### src/rtl/gxs_pkg.sv
`timescale 1ns/1ps
package gxs_pkg;
    localparam int BYTE_W = 8;
    localparam int DEV_W  = 3;
    localparam int PFX_W  = BYTE_W - DEV_W - 1;
    localparam int CNT_W  = $clog2(BYTE_W);

    typedef enum logic [1:0] {
        PH_CMD  = 2'd0,
        PH_IDX  = 2'd1,
        PH_DATA = 2'd2,
        PH_SKIP = 2'd3
    } phase_e;

    typedef struct packed {
        phase_e              phase;
        logic [CNT_W-1:0]    bit_cnt;
        logic [BYTE_W-2:0]   rx_sh;
        logic [BYTE_W-1:0]   tx_sh;
        logic                is_rd;
        logic [BYTE_W-1:0]   ptr;
        logic [BYTE_W-1:0]   bus_addr;
        logic [BYTE_W-1:0]   wdata;
        logic                wr;
        logic                rd;
        logic                oe;
    } slv_state_t;
endpackage

### src/rtl/gxs_sync.sv
`timescale 1ns/1ps
module gxs_sync #(
    parameter int          W       = 1,
    parameter logic [W-1:0] RST_VAL = '0
) (
    input  logic         clk,
    input  logic         rst_n,
    input  logic [W-1:0] d,
    output logic [W-1:0] q
);
    logic [W-1:0] meta_q;
    logic [W-1:0] stab_q;

    always_ff @(posedge clk or negedge rst_n) begin
        if (!rst_n) begin
            meta_q <= RST_VAL;
            stab_q <= RST_VAL;
        end else begin
            meta_q <= d;
            stab_q <= meta_q;
        end
    end

    assign q = stab_q;
endmodule

### src/rtl/gxs_edge.sv
`timescale 1ns/1ps
module gxs_edge (
    input  logic clk,
    input  logic rst_n,
    input  logic sig,
    output logic rise,
    output logic fall
);
    logic prev_q;
    logic prev_d;

    always_comb prev_d = sig;

    always_ff @(posedge clk or negedge rst_n) begin
        if (!rst_n) prev_q <= 1'b0;
        else        prev_q <= prev_d;
    end

    assign rise = sig & ~prev_q;
    assign fall = ~sig & prev_q;
endmodule

### src/rtl/gxs_spi_regslave.sv
`timescale 1ns/1ps
module gxs_spi_regslave
    import gxs_pkg::*;
#(
    parameter logic [PFX_W-1:0] CMD_PREFIX = 4'b0100
) (
    input  logic              clk,
    input  logic              rst_n,
    input  logic              spi_sck,
    input  logic              spi_cs_n,
    input  logic              spi_mosi,
    output logic              spi_miso,
    output logic              spi_miso_oe,
    input  logic [DEV_W-1:0]  cfg_hw_addr,
    input  logic              cfg_addr_match_en,
    input  logic              cfg_seq_disable,
    output logic [BYTE_W-1:0] reg_addr,
    output logic              reg_wr,
    output logic [BYTE_W-1:0] reg_wdata,
    output logic              reg_rd,
    input  logic [BYTE_W-1:0] reg_rdata
);
    localparam logic [CNT_W-1:0] LAST_BIT = CNT_W'(BYTE_W - 1);

    // Synchronised pins: {cs_n, sck, mosi}; chip select resets inactive
    logic [2:0] pins_s;
    logic       cs_s;
    logic       sck_s;
    logic       mosi_s;
    logic       sck_rise;
    logic       sck_fall;

    gxs_sync #(.W(3), .RST_VAL(3'b100)) u_sync (
        .clk   (clk),
        .rst_n (rst_n),
        .d     ({spi_cs_n, spi_sck, spi_mosi}),
        .q     (pins_s)
    );

    assign cs_s   = pins_s[2];
    assign sck_s  = pins_s[1];
    assign mosi_s = pins_s[0];

    gxs_edge u_edge (
        .clk   (clk),
        .rst_n (rst_n),
        .sig   (sck_s),
        .rise  (sck_rise),
        .fall  (sck_fall)
    );

    slv_state_t s_q;
    slv_state_t s_d;

    logic [BYTE_W-1:0] byte_in;
    logic [DEV_W-1:0]  dev_sel;
    logic [BYTE_W-1:0] step;
    logic              cmd_hit;

    always_comb begin
        byte_in = {s_q.rx_sh, mosi_s};
        dev_sel = cfg_addr_match_en ? cfg_hw_addr : '0;
        step    = {{(BYTE_W-1){1'b0}}, ~cfg_seq_disable};
        cmd_hit = (byte_in[BYTE_W-1 -: PFX_W] == CMD_PREFIX) &&
                  (byte_in[DEV_W:1] == dev_sel);

        s_d    = s_q;
        s_d.wr = 1'b0;
        s_d.rd = 1'b0;

        if (cs_s) begin
            s_d.phase   = PH_CMD;
            s_d.bit_cnt = '0;
            s_d.oe      = 1'b0;
        end else begin
            if (sck_rise) begin
                s_d.rx_sh   = byte_in[BYTE_W-2:0];
                s_d.bit_cnt = s_q.bit_cnt + 1'b1;
                if (s_q.bit_cnt == LAST_BIT) begin
                    unique case (s_q.phase)
                        PH_CMD: begin
                            if (cmd_hit) begin
                                s_d.phase = PH_IDX;
                                s_d.is_rd = byte_in[0];
                            end else begin
                                s_d.phase = PH_SKIP;
                            end
                        end
                        PH_IDX: begin
                            s_d.phase    = PH_DATA;
                            s_d.ptr      = byte_in;
                            s_d.bus_addr = byte_in;
                            if (s_q.is_rd) begin
                                s_d.rd = 1'b1;
                                s_d.oe = 1'b1;
                            end
                        end
                        PH_DATA: begin
                            s_d.ptr = s_q.ptr + step;
                            if (s_q.is_rd) begin
                                s_d.bus_addr = s_q.ptr + step;
                                s_d.rd       = 1'b1;
                            end else begin
                                s_d.bus_addr = s_q.ptr;
                                s_d.wdata    = byte_in;
                                s_d.wr       = 1'b1;
                            end
                        end
                        default: ;
                    endcase
                end
            end
            // Mode 0: advance MISO on falling edges inside a byte only
            if (sck_fall && s_q.phase == PH_DATA && s_q.is_rd &&
                s_q.bit_cnt != '0) begin
                s_d.tx_sh = s_q.tx_sh << 1;
            end
            if (s_q.rd) begin
                s_d.tx_sh = reg_rdata;
            end
        end
    end

    always_ff @(posedge clk or negedge rst_n) begin
        if (!rst_n) begin
            s_q       <= '0;
            s_q.phase <= PH_CMD;
        end else begin
            s_q <= s_d;
        end
    end

    assign spi_miso    = s_q.oe & s_q.tx_sh[BYTE_W-1];
    assign spi_miso_oe = s_q.oe;
    assign reg_addr    = s_q.bus_addr;
    assign reg_wr      = s_q.wr;
    assign reg_wdata   = s_q.wdata;
    assign reg_rd      = s_q.rd;
endmodule

### config.mk
export PLATFORM = sky130hd
export DESIGN_NAME = gxs_spi_regslave
export DESIGN_NICKNAME = d
export VERILOG_FILES = /design/src/rtl/gxs_pkg.sv /design/src/rtl/gxs_sync.sv /design/src/rtl/gxs_edge.sv /design/src/rtl/gxs_spi_regslave.sv
export SDC_FILE = /design/constraint.sdc
export NUM_CORES = 1
export LEC_CHECK = 0
export BUFFER_PORTS_ARGS = -buffer_cell sky130_fd_sc_hd__buf_2
export CAP_MARGIN = 10
export CORE_MARGIN = 1.5
export CORE_UTILIZATION = 45
export DETAILED_ROUTE_END_ITERATION = 8
export PLACE_DENSITY_LB_ADDON = 0.3
export SLEW_MARGIN = 20
export SYNTH_ARGS = -nofsm -noshare
export SYNTH_HDL_FRONTEND = slang
export SYNTH_SLANG_ARGS = --single-unit
### constraint.sdc
create_clock -name clk -period 1.7 [get_ports clk]
set_input_delay 0.085 -clock clk [delete_from_list [all_inputs] [get_ports clk]]
set_output_delay 0.085 -clock clk [all_outputs]
set_load 0.005 [all_outputs]
### Word level (Yosys, flattened, before mapping)

Cells that the tools add are included.

| storage, ports and cells | value |
|---|---|
| flip-flop bits (word level) | 55 |
| input port bits | 18 |
| word-level logic and storage cells | 69 |

| cells by class | value |
|---|---|
| add/subtract/negate cells | 2 |
| eq/ne operators | 5 |
| muxes and demuxes | 20 |
| bitwise operators | 8 |
| reductions and logical operators | 20 |

Operator list:

| cell | number |
|---|---|
| 16-bit case mux with 2 select lines | 1 |
| 8-bit 2-to-1 mux | 3 |
| 12-bit 2-to-1 mux | 1 |
| 2-bit nonzero test | 6 |
| 5-bit AND reduction | 2 |
| 3-bit 2-to-1 mux | 3 |
| 8-bit by 1-bit adder with 8-bit output | 1 |
| 2-bit 2-to-1 mux | 4 |
| 4-bit AND reduction | 2 |
| 3-bit nonzero test | 2 |
| 1-bit 2-to-1 mux | 5 |
| 5-bit 2-to-1 mux | 1 |
| 1-bit NOT | 5 |
| 4-bit by 3-bit == test with 1-bit output (second input constant) | 1 |
| 1-bit logical AND | 4 |
| 2-bit case mux with 2 select lines | 1 |
| 2-bit AND reduction | 2 |
| 3-bit by 1-bit adder with 3-bit output (second input constant) | 1 |
| 1-bit bitwise AND | 3 |
| 3-bit == test | 1 |
| 3-bit == test (second input constant) | 1 |
| 3-bit AND reduction | 1 |
| 2-bit by 1-bit == test with 1-bit output (second input constant) | 1 |
| 2-bit == test (second input constant) | 1 |
| other kinds (2) | 2 |

### Depth between registers and ports, before layout

Gate-level depths: netlist of the first run.

| logic depth | value |
|---|---|
| word-level depth | 8 |
| gate-level depth with buffers | 7 |
| gate-level depth less buffers | 7 |

### Hierarchy

Synthesis of the first run repeated with hierarchy kept, for this count alone.

| second synthesis, totals | value |
|---|---|
| cells, all modules | 254 |
| area total of the unflattened synthesis | 2808.9 um^2 |

By module, submodules not included:

| module | times used | cells each | area an instance (um^2) |
|---|---|---|---|
| gxs_spi_regslave | 1 | 245 | 2616.3 |
| gxs_sync | 1 | 6 | 152.6 |
| gxs_edge | 1 | 3 | 40.0 |

### Worst setup path before layout of the first run

Ideal clock, no wire load.

| path | value |
|---|---|
| kind | register to register |
| start point | register s_q, in the netlist byte_in[5] |
| end point | register s_q[27] (netlist bit) |
| arrival time | 1.679 ns |
| required time | 1.572 ns |
| path slack | -0.107 ns |
| cell stages (with the launch flop) | 5 |
| path through | dfrtp_1 or4b_1 a221o_1 a211oi_2 mux2_1 |

| between the ends | value |
|---|---|
| longest elaborated chain between the ends | 3 |

RTL lines:

| what | RTL line | text |
|---|---|---|
| start, declared | gxs_spi_regslave.sv:52 | `slv_state_t s_q;` |
| 4-bit by 3-bit == test with 1-bit output | gxs_spi_regslave.sv:64 | `cmd_hit = (byte_in[BYTE_W-1 -: PFX_W] == CMD_PREFIX) &&` |
| 1-bit logical AND | gxs_spi_regslave.sv:64 |  |
| 5-bit AND reduction (no source line) | -- |  |

No other way between the ends.
A chain may end at the register's enable or synchronous reset.

### Worst setup path after layout of the first run

Ends and elaborated chain as after synthesis.

==> key figures, run 1 <==
Synth
  • Mux share of post-synthesis cell area: 12.2%
  • Yosys reg bits: 55
  • Top cell type's share of synthesized area: 46.6%
  • Top cells by area, synth: dfrtp_1 (47%), mux2_2 (6.7%), nand2_1 (5.5%)
  • Largest family of logic cells by synthesized area: simple AND/OR/NAND/NOR gates
  • Register area share after synthesis: 48.4%
  • Post-synthesis compound-gate area fraction: 10.2%
  • Ys Warns: 0
  • EDFF count, synth: 0
  • Dominant synthesized flop cell: dfrtp_1
  • Area leader, netlist: dfrtp_1
  • Commonest cells post-synth: dfrtp_1 (53), nand2_1 (42), buf_4 (17), mux2_2 (17), nor2_1 (12)
  • Mapped Area: 0.00285 sq mm
  • Ys async rst share: 100%
  • Simple-Gate Fraction of Synth Area: between 10% and 20%
  • Cells after synthesis: around 270
  • Most instantiated library cell after synthesis: dfrtp_1
  • Avg Cell Area, Syn: 10.5 sq um
  • Yosys cell types: 52
  • Syn_nets: 297
  • Adder-cell share of the synthesized area: 3.52%
  • Synth Area in XOR/XNOR: 2.15%

Layout
  • FILL cells: 499
  • Fin cells: 409
  • Synthesis-to-layout area growth: 29.2%
  • Nets: ~360
  • Share of cells above drive strength 1: 45.2%
  • Diodes inserted: 0

Outcome
  • Status: finished with violations
  • Failing checks: negative setup slack

Setup path
  • CP Data Arrival Time: between 2 and 2.5 ns
  • Critical path, cell by cell: or4b_4 -> a221o_1 -> a211oi_2 -> mux2_1
  • CP Launch Type: register
  • WP data required: 1.90 ns
  • Crit end category: register
  • WP buf/inv: 0
  • Setup CP Type: register to register
  • R2R Setup Slk: -0.13 ns
  • Worst-path fanout max: 2
  • Critical path's largest stage delay: between 0.5 and 0.6 ns
  • Slowest-stage cell, CP: or4b_4
  • Delay-heaviest family, CP: simple AND/OR/NAND/NOR gates

Die
  • Die height: 82.5 um
  • Core area: 0.00603 sq mm
  • Chip width: 82.5 um
  • Die area: 0.00681 sq mm
  • Initial core utilization: 47.2%
  • Row count: 28
  • Top-Level Pins: 38

Global routing
  • Largest net degree at the start of global routing: 22
  • Vias in the first global route: ~2100
  • First-pass GRT wire length: 9970 um
  • Global Route Usage Sum: 19.5%
  • Initial antenna violation count: 0
  • Grt ovf: 0

Timing
  • Layout Skew: 0.00757 ns
  • Endpoints failing hold: 0
  • Period minus WS final: 1.83 ns
  • Slew Limit Headroom: between 60% and 70%
  • Setup-failing EPs final: 10
  • Final worst slack: -0.135 ns
  • Slew Limit Fails: 0
  • Unrepaired setup endpoints after global routing: yes
  • Final worst-path cycle share: 108%
  • Fin Setup TNS: -0.588 ns
  • F_max: 545 MHz
  • Worst Max-Slew Pin Slew: about 0.46 ns

Drt
  • Drt wl/cell: 15.6 um
  • Residual DRC: 0
  • Detailed-route via count: roughly 2200
  • Drt via density: 5.30
  • Initial DRC count: 161
  • Routed Antenna Nets: 0
  • DRT Pass-1 Iters: 4
  • WL final: 6390 um

Placed design
  • Number of placed instances, taps included: 391
  • Placer Congestion: 0.871
  • Placement Setup Slack: -0.136 ns
  • Hpwl dp: 4150 um
  • IO buf count: 37

Clocking
  • Htree depth: 2
  • CTS buffer count: 5
  • Clk_lat worst skew: 0.31 ns
  • Clock slew at reported path FFs: approximately 0.1 ns
  • TritonCTS Sinks: between 50 and 60
  • Deepest clock path buffer count: 2
  • Clk root buf: clkbuf_8
  • CTS tree: yes

Power and ir drop
  • Lkg Pwr: between 1.5 and 2 nW
  • P per Cell Area: ~730 mW/mm^2
  • Peak supply drop: 664 uV

Job
  • Max Cap Viol: 0

Min path
  • HP Class: primary input to register
[cells by family after synthesis]
kind of cell,count (synthesis)
flip-flops,55
XOR/XNOR,7
AND/OR/NAND/NOR,90
adder cells (fa/ha/maj),8
multiplexers,30
AO/OA/AOI/OAI,42
buffers and inverters,39
[where the power goes]
group | total [W] | internal (W) | switching [W]
Sequential | 0.00140 | 0.00136 | 0.0000435
Combinational | 0.000394 | 0.000183 | 0.000211
Clock | 0.000898 | 0.000477 | 0.000420
Total | 0.00269 | 0.00202 | 0.000675
[layout by cell type, fill, tap and decap left out, types with 6 or more instances in the layout]
cell type / instances
nor2_1: 11
buf_6: 7
mux2_4: 12
o21ai_0: 11
dfrtp_1: 53
nand3_1: 6
buf_2: 37
clkbuf_8: 6
mux2i_1: 7
a21oi_1: 6
buf_4: 37
mux2_2: 10
nand2_1: 40
[worst paths after layout]
check	depth (start not counted)	endpoint	start
hold / removal	3	s_q[28]	reg_rdata[0]
setup / recovery	4	s_q[27]	byte_in[5]
setup reg to reg	4	s_q[27]	byte_in[5]
max in group asynchronous	3	u_sync.q[2]	rst_n
hold reg to reg	0	u_sync.q[1]	u_sync.meta_q[1]
min in group asynchronous	2	reg_wr	rst_n
[worst min-delay path: stages]
cell	delay, ns
buf_2	0.10
nand2_1	0.05
o21ai_0	0.07
[layout make-up]
type | count | area (sq um) | share of cell area, %
multi-input combinational | 177 | 1460 | 39.7
sequential | 55 | 1380 | 37.5
timing repair buffer | 86 | 597 | 16.2
tap | 75 | 93.8 | 2.55
clock buffer | 6 | 82.6 | 2.24
clock inverter | 2 | 35.0 | 0.952
inverter | 8 | 30.0 | 0.816
[timing repair]
item                                    in CTS  in global routing
pin swaps                                    0                 12
hold endpoints to repair                    21                  0
gates resized for setup                     16                 34
hold buffers                                 4                  0
buffers inserted                             1                  5
endpoints found under the setup margin      20                 26
gates cloned                                 1                  0
[flip-flops by register name (all words and copies together) (netlist names)]
name           flops
byte_in            7
reg_addr           8
reg_rd             1
reg_wdata          8
reg_wr             1
s_q               22
spi_miso_oe        1
u_edge.prev_q      1
u_sync.meta_q      3
u_sync.q           3
[per-layer routing]
metal	vias up	track usage (%)	wire length, um
met5	-	0	0
met3	7	3.96	227
met2	47	30.4	3050
met1	1060	27.8	3040
met4	0	5.00	73
li1	1054	-	-
[metrics by stage]
step | area [sq um] | power, W | hold WS, ns | utilization [%]
after floorplan | 2850 | 0.00157 | -0.211 | -
after global placement | 3230 | 0.00174 | 0.0554 | 53.6
after detailed placement | 3230 | 0.00176 | 0.0654 | 53.6
after CTS | 3480 | 0.00268 | 0.0228 | 57.7
after global routing | 3680 | 0.00280 | 0.0322 | 61.0
final | 3680 | 0.00269 | 0.0282 | 61.0
Note: power is estimated with default switching activity, not from simulation.
==> inputs of run 2 (changes only) <==
--- a/config.mk
+++ b/config.mk
@@ -10,7 +10,7 @@
 export CORE_MARGIN = 1.5
 export CORE_UTILIZATION = 45
 export DETAILED_ROUTE_END_ITERATION = 8
-export PLACE_DENSITY_LB_ADDON = 0.3
+export PLACE_DENSITY_LB_ADDON = 0.2
 export SLEW_MARGIN = 20
 export SYNTH_ARGS = -nofsm -noshare
 export SYNTH_HDL_FRONTEND = slang
==> run 2 against run 1 <==
Net effect:
- flip-flop and latch count did not move
- cell area fell by 2.9%
- clock power fell by 14%
- largest cell class unchanged
- critical path type unchanged
- the run still ends with negative setup slack left
- setup slack got worse by 0.043 ns
- clock-buffer cell count rose by 2
==> key figures, run 2 (same netlist as run 1, synthesis figures left out) <==
Timing
  • Worst Max-Slew Pin Slew: 0.462 ns
  • F_max: 533 MHz
  • Final worst slack: -0.178 ns
  • Layout Skew: 0.0109 ns
  • Unrepaired setup endpoints after global routing: yes
  • Period minus WS final: 1.88 ns
  • Slew Limit Headroom: 69.2%
  • Endpoints failing hold: 0
  • Slew Limit Fails: 0
  • Setup-failing EPs final: 10
  • Fin Setup TNS: -0.719 ns
  • Final worst-path cycle share: 110%

Setup path
  • Critical path, cell by cell: or4b_4 -> a221o_1 -> a211oi_2 -> mux2_1
  • Setup CP Type: register to register
  • CP Launch Type: register
  • WP buf/inv: 0
  • Delay-heaviest family, CP: simple AND/OR/NAND/NOR gates
  • WP data required: 1.89 ns
  • CP Data Arrival Time: 2.07 ns
  • Slowest-stage cell, CP: or4b_4
  • Worst-path fanout max: 2
  • Critical path's largest stage delay: 0.53 ns
  • Crit end category: register

Die
  • Die height: 82.5 um
  • Initial core utilization: 47.2%
  • Top-Level Pins: 38
  • Row count: 28
  • Chip width: 82.5 um
  • Die area: 0.00681 sq mm
  • Core area: 0.00603 sq mm

Placed design
  • Placer Congestion: 0.865
  • IO buf count: 37
  • Placed cell area: 0.00324 sq mm
  • Number of placed instances, taps included: 390
  • Hpwl dp: just over 4000 um

Layout
  • Synthesis-to-layout area growth: 25.5%
  • Most common cell after layout, fill and taps aside: dfrtp_1
  • FILL cells: 510
  • Max FFs per register: 22
  • Post-Layout Inst Area: between 0.003 and 0.004 sq mm
  • Nets: 357
  • Most frequent cells in the layout: dfrtp_1 (53), nand2_1 (41), buf_4 (38)
  • Share of cells above drive strength 1: 42.8%
  • Diodes inserted: 0
  • Largest reg by FF count: s_q
  • Fin cells: 407

Power and ir drop
  • Internal power: 0.00191 W
  • Sequential Power Share: 55.0%
  • Sw Ratio: 25.2%
  • Lkg Pwr: 1.72 nW
  • Combinational Power Share: 14.7%
  • Peak supply drop: 638 uV
  • P per Cell Area: 714 mW/mm^2
  • Clk pwr share: 30.4%
  • Overall power: 0.00255 W
  • Sw power: 0.000644 W

Clocking
  • Clk_lat worst skew: between 0.3 and 0.4 ns
  • Htree depth: 2
  • Clk root buf: clkbuf_8
  • CTS tree: yes
  • Deepest clock path buffer count: 2
  • Clock slew at reported path FFs: 0.09 ns
  • TritonCTS Sinks: between 50 and 60
  • CTS buffer count: 5

Drt
  • Initial DRC count: 131
  • WL final: 6090 um
  • Detailed-route via count: 2116
  • Routed Antenna Nets: 0
  • Drt wl/cell: 15.0 um
  • DRT Pass-1 Iters: 4
  • Drt via density: 5.20
  • Residual DRC: 0

Global routing
  • Global Route Usage Sum: about a fifth
  • Vias in the first global route: 2039
  • Grt ovf: 0
  • Initial antenna violation count: 0
  • Largest net degree at the start of global routing: 37
  • First-pass GRT wire length: 9830 um

Job
  • Max Cap Viol: 0

Outcome
  • Status: finished with violations
  • Failing checks: negative setup slack

Min path
  • HP Class: primary input to register
-- run 2: power by group through the flow --
| stage | clock network [W] | registers [W] | logic (W) |
|---|---|---|---|
| 6_report | 0.000775 | 0.00140 | 0.000374 |
| 5_1_grt | 0.000848 | 0.00141 | 0.000412 |
| 4_1_cts | 0.000796 | 0.00140 | 0.000344 |
| 3_5_place_dp | 0 | 0.00142 | 0.000332 |
| 3_3_place_gp | 0 | 0.00142 | 0.000327 |
| 2_1_floorplan | 0 | 0.00143 | 0.000134 |
-- run 2: what timing repair did --
item,CTS,global route
hold buffers,4,0
pin swaps,4,3
endpoints found under the hold margin,20,0
buffers inserted,1,3
gates cloned,1,0
setup endpoints to repair,19,26
gates resized for setup,15,20
-- run 2: layer usage --
layer  track usage (%)  part of all wire [%]  wire length [um]
met1              26.9                    46              2800
met3              3.96                   5.3               321
met4              5.00                   1.1                70
met5                 0                     0                 0
met2              30.5                    48              2900
-- run 2: worst min-delay path, delay by kind of cell --
family | cells | cell delay (ns)
simple gates | 1 | 0.05
buf+inv | 1 | 0.10
compound gates | 1 | 0.06
-- run 2: cell type report --
cell class,instances,area (sq um),share of cell area (%)
Multi-Input combinational cell,177,1390,38.9
Sequential cell,55,1380,38.6
Timing Repair Buffer,84,579,16.2
Clock buffer,8,100,2.80
Tap cell,75,93.8,2.63
Inverter,8,30.0,0.840
-- run 2: final timing paths --
kind,to,cells after the start,slack (ns),start
hold / removal,s_q[28],3,0.02,reg_rdata[0]
min in group asynchronous,reg_wr,2,0.26,rst_n
setup reg to reg,s_q[27],4,-0.18,byte_in[5]
setup / recovery,s_q[27],4,-0.18,byte_in[5]
hold reg to reg,u_sync.q[0],0,0.35,u_sync.meta_q[0]
max in group asynchronous,reg_rd,3,0.91,rst_n
-- run 2: per-stage QoR --
step | worst slack (ns) | hold slack [ns] | util, %
finish | -0.178 | 0.0234 | 59.3
global placement | -0.101 | 0.0599 | 53.7
floorplan | -0.107 | -0.211 | -
detailed placement | -0.159 | 0.0670 | 53.7
CTS | -0.174 | 0.0211 | 57.1
global route | -0.226 | 0.0238 | 59.3
